[src/rtl/irq_ctrl_pkg.sv]
package irq_ctrl_pkg;

  typedef enum logic [2:0] {
    SEL_NONE,
    SEL_STAT,
    SEL_ENA_SET,
    SEL_ENA_CLR,
    SEL_MSK_SET,
    SEL_MSK_CLR
  } reg_sel_e;

  localparam int unsigned WIDX_STAT    = 0;
  localparam int unsigned WIDX_ENA_SET = 1;
  localparam int unsigned WIDX_ENA_CLR = 2;
  localparam int unsigned WIDX_MSK_SET = 3;
  localparam int unsigned WIDX_MSK_CLR = 4;

  function automatic reg_sel_e word_select(input int unsigned widx);
    case (widx)
      WIDX_STAT:    return SEL_STAT;
      WIDX_ENA_SET: return SEL_ENA_SET;
      WIDX_ENA_CLR: return SEL_ENA_CLR;
      WIDX_MSK_SET: return SEL_MSK_SET;
      WIDX_MSK_CLR: return SEL_MSK_CLR;
      default:      return SEL_NONE;
    endcase
  endfunction

endpackage

[src/rtl/irq_setclr_reg.sv]
module irq_setclr_reg #(
  parameter int W = 32
) (
  input  logic         clk,
  input  logic         rst,
  input  logic         set_we,
  input  logic         clr_we,
  input  logic [W-1:0] wdata,
  output logic [W-1:0] q
);

  logic [W-1:0] set_bits;
  logic [W-1:0] clr_bits;

  assign set_bits = set_we ? wdata : '0;
  assign clr_bits = clr_we ? wdata : '0;

  always_ff @(posedge clk) begin
    if (rst) q <= '0;
    else     q <= (q | set_bits) & ~clr_bits;
  end


  reg_reset_chk: assert property (@(posedge clk) rst |=> (q == '0));


  reg_set_chk: assert property (@(posedge clk) disable iff (rst)
    (set_we && !clr_we) |=> ((q & $past(wdata)) == $past(wdata)));


  reg_clr_chk: assert property (@(posedge clk) disable iff (rst)
    clr_we |=> ((q & $past(wdata)) == '0));


  reg_hold_chk: assert property (@(posedge clk) disable iff (rst)
    (!set_we && !clr_we) |=> $stable(q));

endmodule

[src/rtl/irq_status_reg.sv]
module irq_status_reg #(
  parameter int W = 32
) (
  input  logic         clk,
  input  logic         rst,
  input  logic [W-1:0] evt,
  input  logic [W-1:0] mask,
  input  logic         clr_we,
  input  logic [W-1:0] wdata,
  output logic [W-1:0] status_q
);

  logic [W-1:0] accepted;
  logic [W-1:0] clr_bits;

  assign accepted = evt & ~mask;
  assign clr_bits = clr_we ? wdata : '0;

  always_ff @(posedge clk) begin
    if (rst) status_q <= '0;
    else     status_q <= (status_q & ~clr_bits) | accepted;
  end


  stat_no_masked_set_chk: assert property (@(posedge clk) disable iff (rst)
    !rst |=> ((status_q & ~$past(status_q) & ~$past(evt & ~mask)) == '0));


  stat_evt_wins_chk: assert property (@(posedge clk) disable iff (rst)
    ((evt & ~mask) != '0) |=> ((status_q & $past(evt & ~mask)) == $past(evt & ~mask)));


  stat_w1c_chk: assert property (@(posedge clk) disable iff (rst)
    clr_we |=> ((status_q & $past(wdata & ~(evt & ~mask))) == '0));


  stat_reset_chk: assert property (@(posedge clk) rst |=> (status_q == '0));

endmodule

[src/rtl/irq_bus_port.sv]
module irq_bus_port
  import irq_ctrl_pkg::*;
#(
  parameter int ADDR_W = 8,
  parameter int DATA_W = 32
) (
  input  logic              clk,
  input  logic              rst,
  input  logic              bus_we,
  input  logic              bus_re,
  input  logic [ADDR_W-1:0] bus_addr,
  input  logic [1:0]        bus_size,
  input  logic [DATA_W-1:0] status,
  input  logic [DATA_W-1:0] enable,
  input  logic [DATA_W-1:0] mask,
  output logic              stat_clr,
  output logic              ena_set,
  output logic              ena_clr,
  output logic              msk_set,
  output logic              msk_clr,
  output logic [DATA_W-1:0] rdata
);

  localparam int WIDX_W = ADDR_W - 2;

  logic [WIDX_W-1:0] widx;
  reg_sel_e          sel;
  logic [DATA_W-1:0] raw;
  logic [DATA_W-1:0] shifted;
  logic [DATA_W-1:0] lane_mask;

  assign widx = bus_addr[ADDR_W-1:2];
  assign sel  = word_select(int'(widx));

  assign stat_clr = bus_we && (sel == SEL_STAT);
  assign ena_set  = bus_we && (sel == SEL_ENA_SET);
  assign ena_clr  = bus_we && (sel == SEL_ENA_CLR);
  assign msk_set  = bus_we && (sel == SEL_MSK_SET);
  assign msk_clr  = bus_we && (sel == SEL_MSK_CLR);

  always_comb begin
    case (sel)
      SEL_STAT:                 raw = status;
      SEL_ENA_SET, SEL_ENA_CLR: raw = enable;
      SEL_MSK_SET, SEL_MSK_CLR: raw = mask;
      default:                  raw = '0;
    endcase
  end

  assign shifted = raw >> {bus_addr[1:0], 3'b000};

  always_comb begin
    case (bus_size)
      2'd0:    lane_mask = DATA_W'(32'h0000_00FF);
      2'd1:    lane_mask = DATA_W'(32'h0000_FFFF);
      default: lane_mask = '1;
    endcase
  end

  always_ff @(posedge clk) begin
    if (rst)         rdata <= '0;
    else if (bus_re) rdata <= shifted & lane_mask;
  end


  rd_hold_chk: assert property (@(posedge clk) disable iff (rst)
    !bus_re |=> $stable(rdata));


  rd_byte_width_chk: assert property (@(posedge clk) disable iff (rst)
    (bus_re && bus_size == 2'd0) |=> ((rdata & ~DATA_W'(32'hFF)) == '0));


  wr_onehot_chk: assert property (@(posedge clk) disable iff (rst)
    $onehot0({stat_clr, ena_set, ena_clr, msk_set, msk_clr}));

endmodule

[src/rtl/irq_setclr_ctrl.sv]
module irq_setclr_ctrl #(
  parameter int NUM_SRC = 16,
  parameter int ADDR_W  = 8,
  parameter int DATA_W  = 32
) (
  input  logic               clk,
  input  logic               rst,
  input  logic               bus_we,
  input  logic               bus_re,
  input  logic [ADDR_W-1:0]  bus_addr,
  input  logic [1:0]         bus_size,
  input  logic [DATA_W-1:0]  bus_wdata,
  output logic [DATA_W-1:0]  bus_rdata,
  input  logic [NUM_SRC-1:0] evt_i,
  output logic               irq_o
);

  logic [DATA_W-1:0] evt_ext;
  logic [DATA_W-1:0] status_q;
  logic [DATA_W-1:0] enable_q;
  logic [DATA_W-1:0] mask_q;
  logic stat_clr, ena_set, ena_clr, msk_set, msk_clr;

  assign evt_ext = DATA_W'(evt_i);

  irq_bus_port #(.ADDR_W(ADDR_W), .DATA_W(DATA_W)) u_port (
    .clk(clk), .rst(rst), .bus_we(bus_we), .bus_re(bus_re),
    .bus_addr(bus_addr), .bus_size(bus_size),
    .status(status_q), .enable(enable_q), .mask(mask_q),
    .stat_clr(stat_clr), .ena_set(ena_set), .ena_clr(ena_clr),
    .msk_set(msk_set), .msk_clr(msk_clr), .rdata(bus_rdata)
  );

  irq_status_reg #(.W(DATA_W)) u_status (
    .clk(clk), .rst(rst), .evt(evt_ext), .mask(mask_q),
    .clr_we(stat_clr), .wdata(bus_wdata), .status_q(status_q)
  );

  irq_setclr_reg #(.W(DATA_W)) u_enable (
    .clk(clk), .rst(rst), .set_we(ena_set), .clr_we(ena_clr),
    .wdata(bus_wdata), .q(enable_q)
  );

  irq_setclr_reg #(.W(DATA_W)) u_mask (
    .clk(clk), .rst(rst), .set_we(msk_set), .clr_we(msk_clr),
    .wdata(bus_wdata), .q(mask_q)
  );

  always_ff @(posedge clk) begin
    if (rst) irq_o <= 1'b0;
    else     irq_o <= |(status_q & enable_q);
  end

  initial begin
    if (NUM_SRC > DATA_W) $error("NUM_SRC must not exceed DATA_W");
    if (ADDR_W < 5)       $error("ADDR_W too small for the register map");
  end


  irq_level_chk: assert property (@(posedge clk) disable iff (rst)
    !rst |=> (irq_o == |($past(status_q) & $past(enable_q))));


  irq_reset_chk: assert property (@(posedge clk) rst |=> !irq_o);

endmodule

[config.mk]
export PLATFORM = sky130hd
export DESIGN_NAME = irq_setclr_ctrl
export DESIGN_NICKNAME = d
export VERILOG_FILES = /design/src/rtl/irq_ctrl_pkg.sv /design/src/rtl/irq_setclr_reg.sv /design/src/rtl/irq_status_reg.sv /design/src/rtl/irq_bus_port.sv /design/src/rtl/irq_setclr_ctrl.sv
export SDC_FILE = /design/constraint.sdc
export NUM_CORES = 1
export LEC_CHECK = 0
export CAP_MARGIN = 20
export CORE_UTILIZATION = 35
export CTS_BUF_LIST = sky130_fd_sc_hd__clkbuf_4 sky130_fd_sc_hd__clkbuf_8
export CTS_CLUSTER_DIAMETER = 150
export DETAILED_ROUTE_END_ITERATION = 7
export GPL_TIMING_DRIVEN = 0
export PLACE_DENSITY_LB_ADDON = 0.25
export REMOVE_ABC_BUFFERS = 1
export SLEW_MARGIN = 20
export SYNTH_ARGS = -nofsm -noshare
export SYNTH_HDL_FRONTEND = slang
export SYNTH_HIERARCHICAL = 1
export SYNTH_SLANG_ARGS = --single-unit
[constraint.sdc]
create_clock -name clk -period 2.5 [get_ports clk]
set_input_delay 0.375 -clock clk [delete_from_list [all_inputs] [get_ports clk]]
set_output_delay 0.375 -clock clk [all_outputs]
set_load 0.02 [all_outputs]
==> results of run 1 <==
per-layer routing:
layer / share of wire, % / vias to the layer above / wire (um) / track usage [%]
met4: 1.0 / 0 / 225 / 6.23
met5: 0 / - / 0 / 0
met1: 49 / 2887 / 10500 / 31.0
met2: 45 / 192 / 9710 / 33.6
li1: - / 2900 / - / -
met3: 5.1 / 12 / 1100 / 4.45
worst max path at each step:
stage / from / end / cells past startpoint
after floorplan: bus_addr[5] / u_enable/q[26]$_SDFF_PP0_ / 3
after global placement: bus_addr[3] / u_enable/q[30]$_SDFF_PP0_ / 4
after detailed placement: bus_addr[4] / u_mask/q[31]$_SDFF_PP0_ / 6
after CTS: bus_re / u_port/rdata[16]$_SDFFE_PP0P_ / 7
after global routing: bus_re / u_port/rdata[16]$_SDFFE_PP0P_ / 7
final: bus_addr[4] / u_port/rdata[15]$_SDFFE_PP0P_ / 8
logic make-up after synthesis:
logic type      count (synthesis)
simple gates                  152
compound gates                333
other cells                     1
mux                            31
flops                         129
buf+inv                        59
xor+xnor                        1
cell usage in the layout (no fill, tap or decap), types with 22 or more instances in the layout:
| cell type | netlist | layout |
|---|---|---|
| o21ai_0 | 29 | 29 |
| nor2_1 | 24 | 23 |
| buf_4 | 7 | 23 |
| clkbuf_8 | 0 | 22 |
| dfxtp_1 | 129 | 129 |
| clkdlybuf4s50_1 | 0 | 90 |
| a211oi_2 | 60 | 60 |
| a21bo_1 | 30 | 30 |
| a21oi_1 | 78 | 78 |
| a22oi_1 | 38 | 38 |
| nand2b_1 | 36 | 36 |
| a21oi_2 | 30 | 30 |
| mux2i_1 | 29 | 29 |
| nand2_1 | 35 | 35 |
synthesized netlist by cell type (6+ instances only):
| master | instances | area (um2) |
|---|---|---|
| a21oi_1 | 78 | 390 |
| o22ai_1 | 6 | 37.5 |
| dfxtp_1 | 129 | 2580 |
| nand2b_1 | 36 | 225 |
| a22oi_1 | 38 | 285 |
| nand2_1 | 35 | 131 |
| a21oi_2 | 30 | 263 |
| and3_1 | 8 | 50.1 |
| nor2_1 | 24 | 90.1 |
| a21bo_1 | 30 | 300 |
| o21ai_0 | 29 | 145 |
| clkbuf_1 | 20 | 75.1 |
| buf_6 | 10 | 113 |
| mux2i_1 | 29 | 290 |
| nand3b_1 | 20 | 150 |
| a22o_1 | 14 | 123 |
| buf_2 | 17 | 85.1 |
| buf_4 | 7 | 52.6 |
| a211oi_2 | 60 | 751 |
| nor3_1 | 7 | 35.0 |
power breakdown:
part | total [W] | switching, W | internal (W)
registers | 0.00215 | 0.0000422 | 0.00211
logic | 0.000534 | 0.000297 | 0.000237
clock network | 0.00167 | 0.000823 | 0.000850
total | 0.00436 | 0.00116 | 0.00319
flip-flops by register name, summed over array words and instances, names as in the netlist:
signal             count
u_status/status_q     32
u_mask/q              32
irq_o                  1
u_enable/q            32
u_port/rdata          32
final cells by class:
type | instances | area, um2
Multi-Input combinational cell | 534 | 3990
Timing Repair Buffer | 127 | 1310
Tap cell | 260 | 325
Inverter | 4 | 15.0
Sequential cell | 129 | 2580
Clock buffer | 26 | 333
Fill cell | 1896 | 10300
Clock inverter | 5 | 27.5
repair_timing:
item | CTS | global route
cloned | 1 | 0
buffers inserted | 11 | 6
pin swaps | 3 | 2
endpoints found under the setup margin | 90 | 10
gates resized for setup | 5 | 3
critical path: cells and delay by family:
family,cells,cell delay (ns)
AO/OA/AOI/OAI,4,1.00
buffers and inverters,2,0.78
AND/OR/NAND/NOR,2,0.59
stage by stage:
stage	instances	setup WS (ns)	hold WS, ns	cell area, um2	setup TNS (ns)
2_1_floorplan	666	-1.93	0.437	6530	-92.21
3_3_place_gp	1020	-5.29	0.454	7790	-530.93
3_5_place_dp	1036	-1.10	0.459	8040	-73.26
4_1_cts	1079	0.0182	0.407	8530	0
5_1_grt	1085	0.0111	0.420	8580	0
6_report	1085	0.105	0.384	8580	0
==> out/metrics.csv, run 1 <==
metric;value;unit
Worst setup EP type;register;
clk_skew;0.00894;ns
GR Util All Layers;21.9;%
DR vias;5991;
WL/cell;19.8;um
Max Clock Freq;0.417;GHz
Num CTS Buffers;17;
Final Hold Fails;0;
syn_area_per_cell;9.63;um2
gr ovfl total;0;
DP HPWL;14100;um
mux contribution to synthesized area;4.60;%
XOR/XNOR Fraction of Synth Area;0.129;%
sequential area share after synthesis;38.0;%
Initial DRC Count;579;
outcome;completed;
PortBufs;94;
clk slew on worst S/H paths;0.08;ns
Max Cap Viol;0;
CP required;2.85;ns
first-pass GRT wire length;33300;um
Worst IR Drop VDD;0.329;mV
IO Pins;95;
# DRC;0;
worst hold-check path type;input port to register;
Longest Clk Path Bufs;2;
CP startpoint kind;input port;
Hold Buf Count CTS;0;
register bit total from synthesis;129;
Unique masters post-synth;56;
CP Cell Sequence;clkdlybuf4s50_1 -> or3b_1 -> a21oi_4 -> buf_4 -> a22o_1 -> nor2_1 -> a211o_1 -> a221oi_1;
routed vias/inst;5.52;
vias in the first global route;5734;
max-slew violations;0;
CP Max Fanout;7;
Worst slew margin;28.6;%
CTS sink cnt;129;
n_diodes;0;
CTS root buffer;clkbuf_8;
power per cell area;507;nW/um2
Worst Hold Depth;2;
Mapped Cells;706;
complex-gate fraction of the synthesized area;39.8;%
Die Wd;141;um
Die Y-Extent;141;um
R2R Path End;u_port/rdata[15]$_SDFFE_PP0P_;
Simple-Gate Fraction of Synth Area;12.4;%
leakage;3.04;nW
largest net degree at the start of global routing;76;
final wirelength;21500;um
H-tree levels;4;
Post-Route Utilization;45.4;%
worst skew pair latency;0.45;ns
Tightest Pin Transition;1.07;ns
Post-synth EDFFs;0;
share of layout cells above drive strength 1;21.5;%
largest family of logic cells by synthesized area;compound AO/OA/AOI/OAI gates;
remaining antenna violation count;0;
drt pass-1 iters;5;
asr flop ratio synth;0;%
min-delay src;rst;
Final period util;95.8;%
Synth Flop Type;dfxtp_1;
Critical Path AT;2.75;ns
R2R depth;6;
Mapped Area;6800;um2
layout net count;875;
CTS tree;yes;
GP Congestion;0.781;
Slowest cell on crit path;clkdlybuf4s50_1;
initial antenna violation count;0;
row cnt;50;
Area Growth Syn to Fin;26.2;%
die area;20000;um2
Initial Utilization;36.0;%
worst r2r src;u_enable/q[15]$_SDFF_PP0_;
core box area;18900;um2
adder-cell share of the synthesized area;0;%
Finish-stage setup viols;0;
Power Total;0.00436;W
Setup Crit Path Kind;input port to register;
Synthesis Warnings;6;
RSZ-0062 raised after global routing;no;
flop2flop setup slack;0.93;ns
Crit path largest cell delay;0.60;ns
crit path time final;2.40;ns
Worst Hold End;u_status/status_q[20]$_SDFF_PP0_;
(Power assumes the default switching activity.)
==> inputs of run 2 (changes only) <==
SETUP_SLACK_MARGIN = 0.5   (was unset)
SLEW_MARGIN = 10   (was 20)
==> out/metrics.csv, run 2 (synthesized netlist as in run 1, its figures left out) <==
metric;value;unit;change
PortBufs;94;;unchanged
GP Congestion;0.781;;unchanged
leakage;3.09;nW;+1.6%
sw frac;25.9;%;-0.83 points
worst skew pair latency;0.45;ns;about the same
Internal Power;0.00331;W;+3.7%
Final Hold Fails;0;;unchanged
Power Total;0.00447;W;+2.5%
Setup Crit Path Kind;input port to register;;
# DRC;0;;unchanged
Worst setup EP type;register;;
sequential share of power;48.1;%;-1.2 points
Combinational Power Share;12.1;%;-0.2 points
Critical Path AT;2.25;ns;-0.50 ns
initial antenna violation count;0;;unchanged
outcome;completed;;
CP required;2.82;ns;-0.03 ns
Hold Buf Count CTS;0;;unchanged
CTS tree;yes;;
largest net degree at the start of global routing;101;;+33%
commonest non-fill, non-tap cell in the layout;dfxtp_1;;
gr ovfl total;0;;unchanged
clk slew on worst S/H paths;0.07;ns;about the same
core box area;18900;um2;unchanged
n_diodes;0;;unchanged
max-slew violations;0;;unchanged
Max Cap Viol;0;;unchanged
Worst IR Drop VDD;0.304;mV;-7.6%
H-tree levels;4;;unchanged
first-pass GRT wire length;33700;um;+1.1%
Clock power frac;39.8;%;+1.4 points
GR Util All Layers;22.3;%;+0.41 points
final wirelength;21700;um;+1.0%
power per cell area;514;nW/um2;+1.3%
DP HPWL;13700;um;-2.6%
Max Clock Freq;0.519;GHz;+24%
routed vias/inst;5.58;;+1.1%
Net Switching;0.00115;W;-0.68%
CP Max Fanout;33;;+26
vias in the first global route;5841;;+1.9%
Finish-stage setup viols;0;;unchanged
Num CTS Buffers;17;;unchanged
Worst slew margin;46.7;%;+18 points
share of layout cells above drive strength 1;22.4;%;+0.97 points
row cnt;50;;unchanged
Post-Place Cells;1033;;-0.29%
Area Growth Syn to Fin;27.7;%;
die area;20000;um2;unchanged
Tightest Pin Transition;0.798;ns;-0.272 ns
commonest non-fill, non-tap cells in the layout;dfxtp_1, clkdlybuf4s50_1, a21oi_1;;
DR vias;6054;;+1.1%
CP startpoint kind;input port;;
final non-filler cell total;1085;;unchanged
IO Pins;95;;unchanged
Die Wd;141;um;unchanged
CTS root buffer;clkbuf_8;;
RSZ-0062 raised after global routing;no;;
layout net count;875;;unchanged
Initial Utilization;36.0;%;unchanged
WL/cell;20.0;um;+1.0%
Final period util;77.0;%;-19 points
crit path time final;1.93;ns;-0.470 ns
remaining antenna violation count;0;;unchanged
worst hold-check path type;input port to register;;
CTS sink cnt;129;;unchanged
drt pass-1 iters;5;;unchanged
clk_skew;0.0133;ns;+0.00431 ns
Die Y-Extent;141;um;unchanged
Longest Clk Path Bufs;2;;unchanged
Initial DRC Count;507;;-12%
total negative setup slack;0;ns;unchanged
-- run 2: cell types whose count changed in the layout (fill, tap and decap cells not counted), moves of 4 or more --
cell	delta
buf_4	-7
buf_6	+4
clkdlybuf4s50_1	-6
buf_12	+4
-- run 2: repair_timing --
item                                    in CTS  in global routing
cloned                                       2                  0
setup buffers                               19                  0
endpoints found under the setup margin     128                 28
gates resized for setup                     23                  9
pin swaps                                    9                  0
-- run 2: cell type report --
cell class | instances | area (um2)
fill | 1892 | 10200
clock inverter | 5 | 50.0
inverter | 4 | 20.0
clock buffer | 26 | 339
sequential | 129 | 2580
multi-input combinational | 535 | 4040
tap | 260 | 325
timing repair buffer | 126 | 1330
-- run 2: through the flow --
step | area (um2) | hold WS (ns) | worst slack, ns | util (%)
after floorplan | 6530 | 0.437 | -1.93 | -
after global placement | 7790 | 0.454 | -5.29 | 41.3
after detailed placement | 8000 | 0.459 | -1.07 | 42.3
after CTS | 8680 | 0.246 | 0.484 | 45.9
after global routing | 8680 | 0.247 | 0.515 | 46.0
final | 8680 | 0.265 | 0.574 | 46.0
-- run 2: path summary, 6_finish.rpt --
kind / start / to / slack (ns) / cells past startpoint
hold / removal: rst / u_status/status_q[1]$_SDFF_PP0_ / 0.27 / 2
setup reg to reg: u_enable/q[27]$_SDFF_PP0_ / u_port/rdata[19]$_SDFFE_PP0P_ / 0.93 / 6
setup / recovery: bus_addr[2] / u_port/rdata[13]$_SDFFE_PP0P_ / 0.57 / 9
hold reg to reg: u_port/rdata[27]$_SDFFE_PP0P_ / u_port/rdata[27]$_SDFFE_PP0P_ / 0.47 / 2
-- run 2: power groups by stage --
stage	Clock [W]	Sequential (W)	Combinational (W)
floorplan	0	0.00219	0.000202
global placement	0	0.00219	0.000516
detailed placement	0	0.00219	0.000516
CTS	0.00181	0.00215	0.000536
global route	0.00191	0.00215	0.000582
finish	0.00178	0.00215	0.000542
-- run 2: routing by layer --
| layer | vias up | wire, um | GRT usage [%] |
|---|---|---|---|
| met5 | - | 0 | 0 |
| met4 | 0 | 407 | 7.98 |
| met3 | 22 | 1220 | 4.72 |
| met2 | 181 | 9600 | 34.1 |
| met1 | 2950 | 10500 | 31.0 |
| li1 | 2901 | - | - |
-- run 2: worst max-delay path: stages --
cell and delay, ns:
clkbuf_4 0.22, buf_12 0.22, xnor2_1 0.33, nor2_4 0.12, buf_4 0.18, a221o_1 0.32
mux2_2 0.27, nor3_1 0.13, nor3_1 0.06
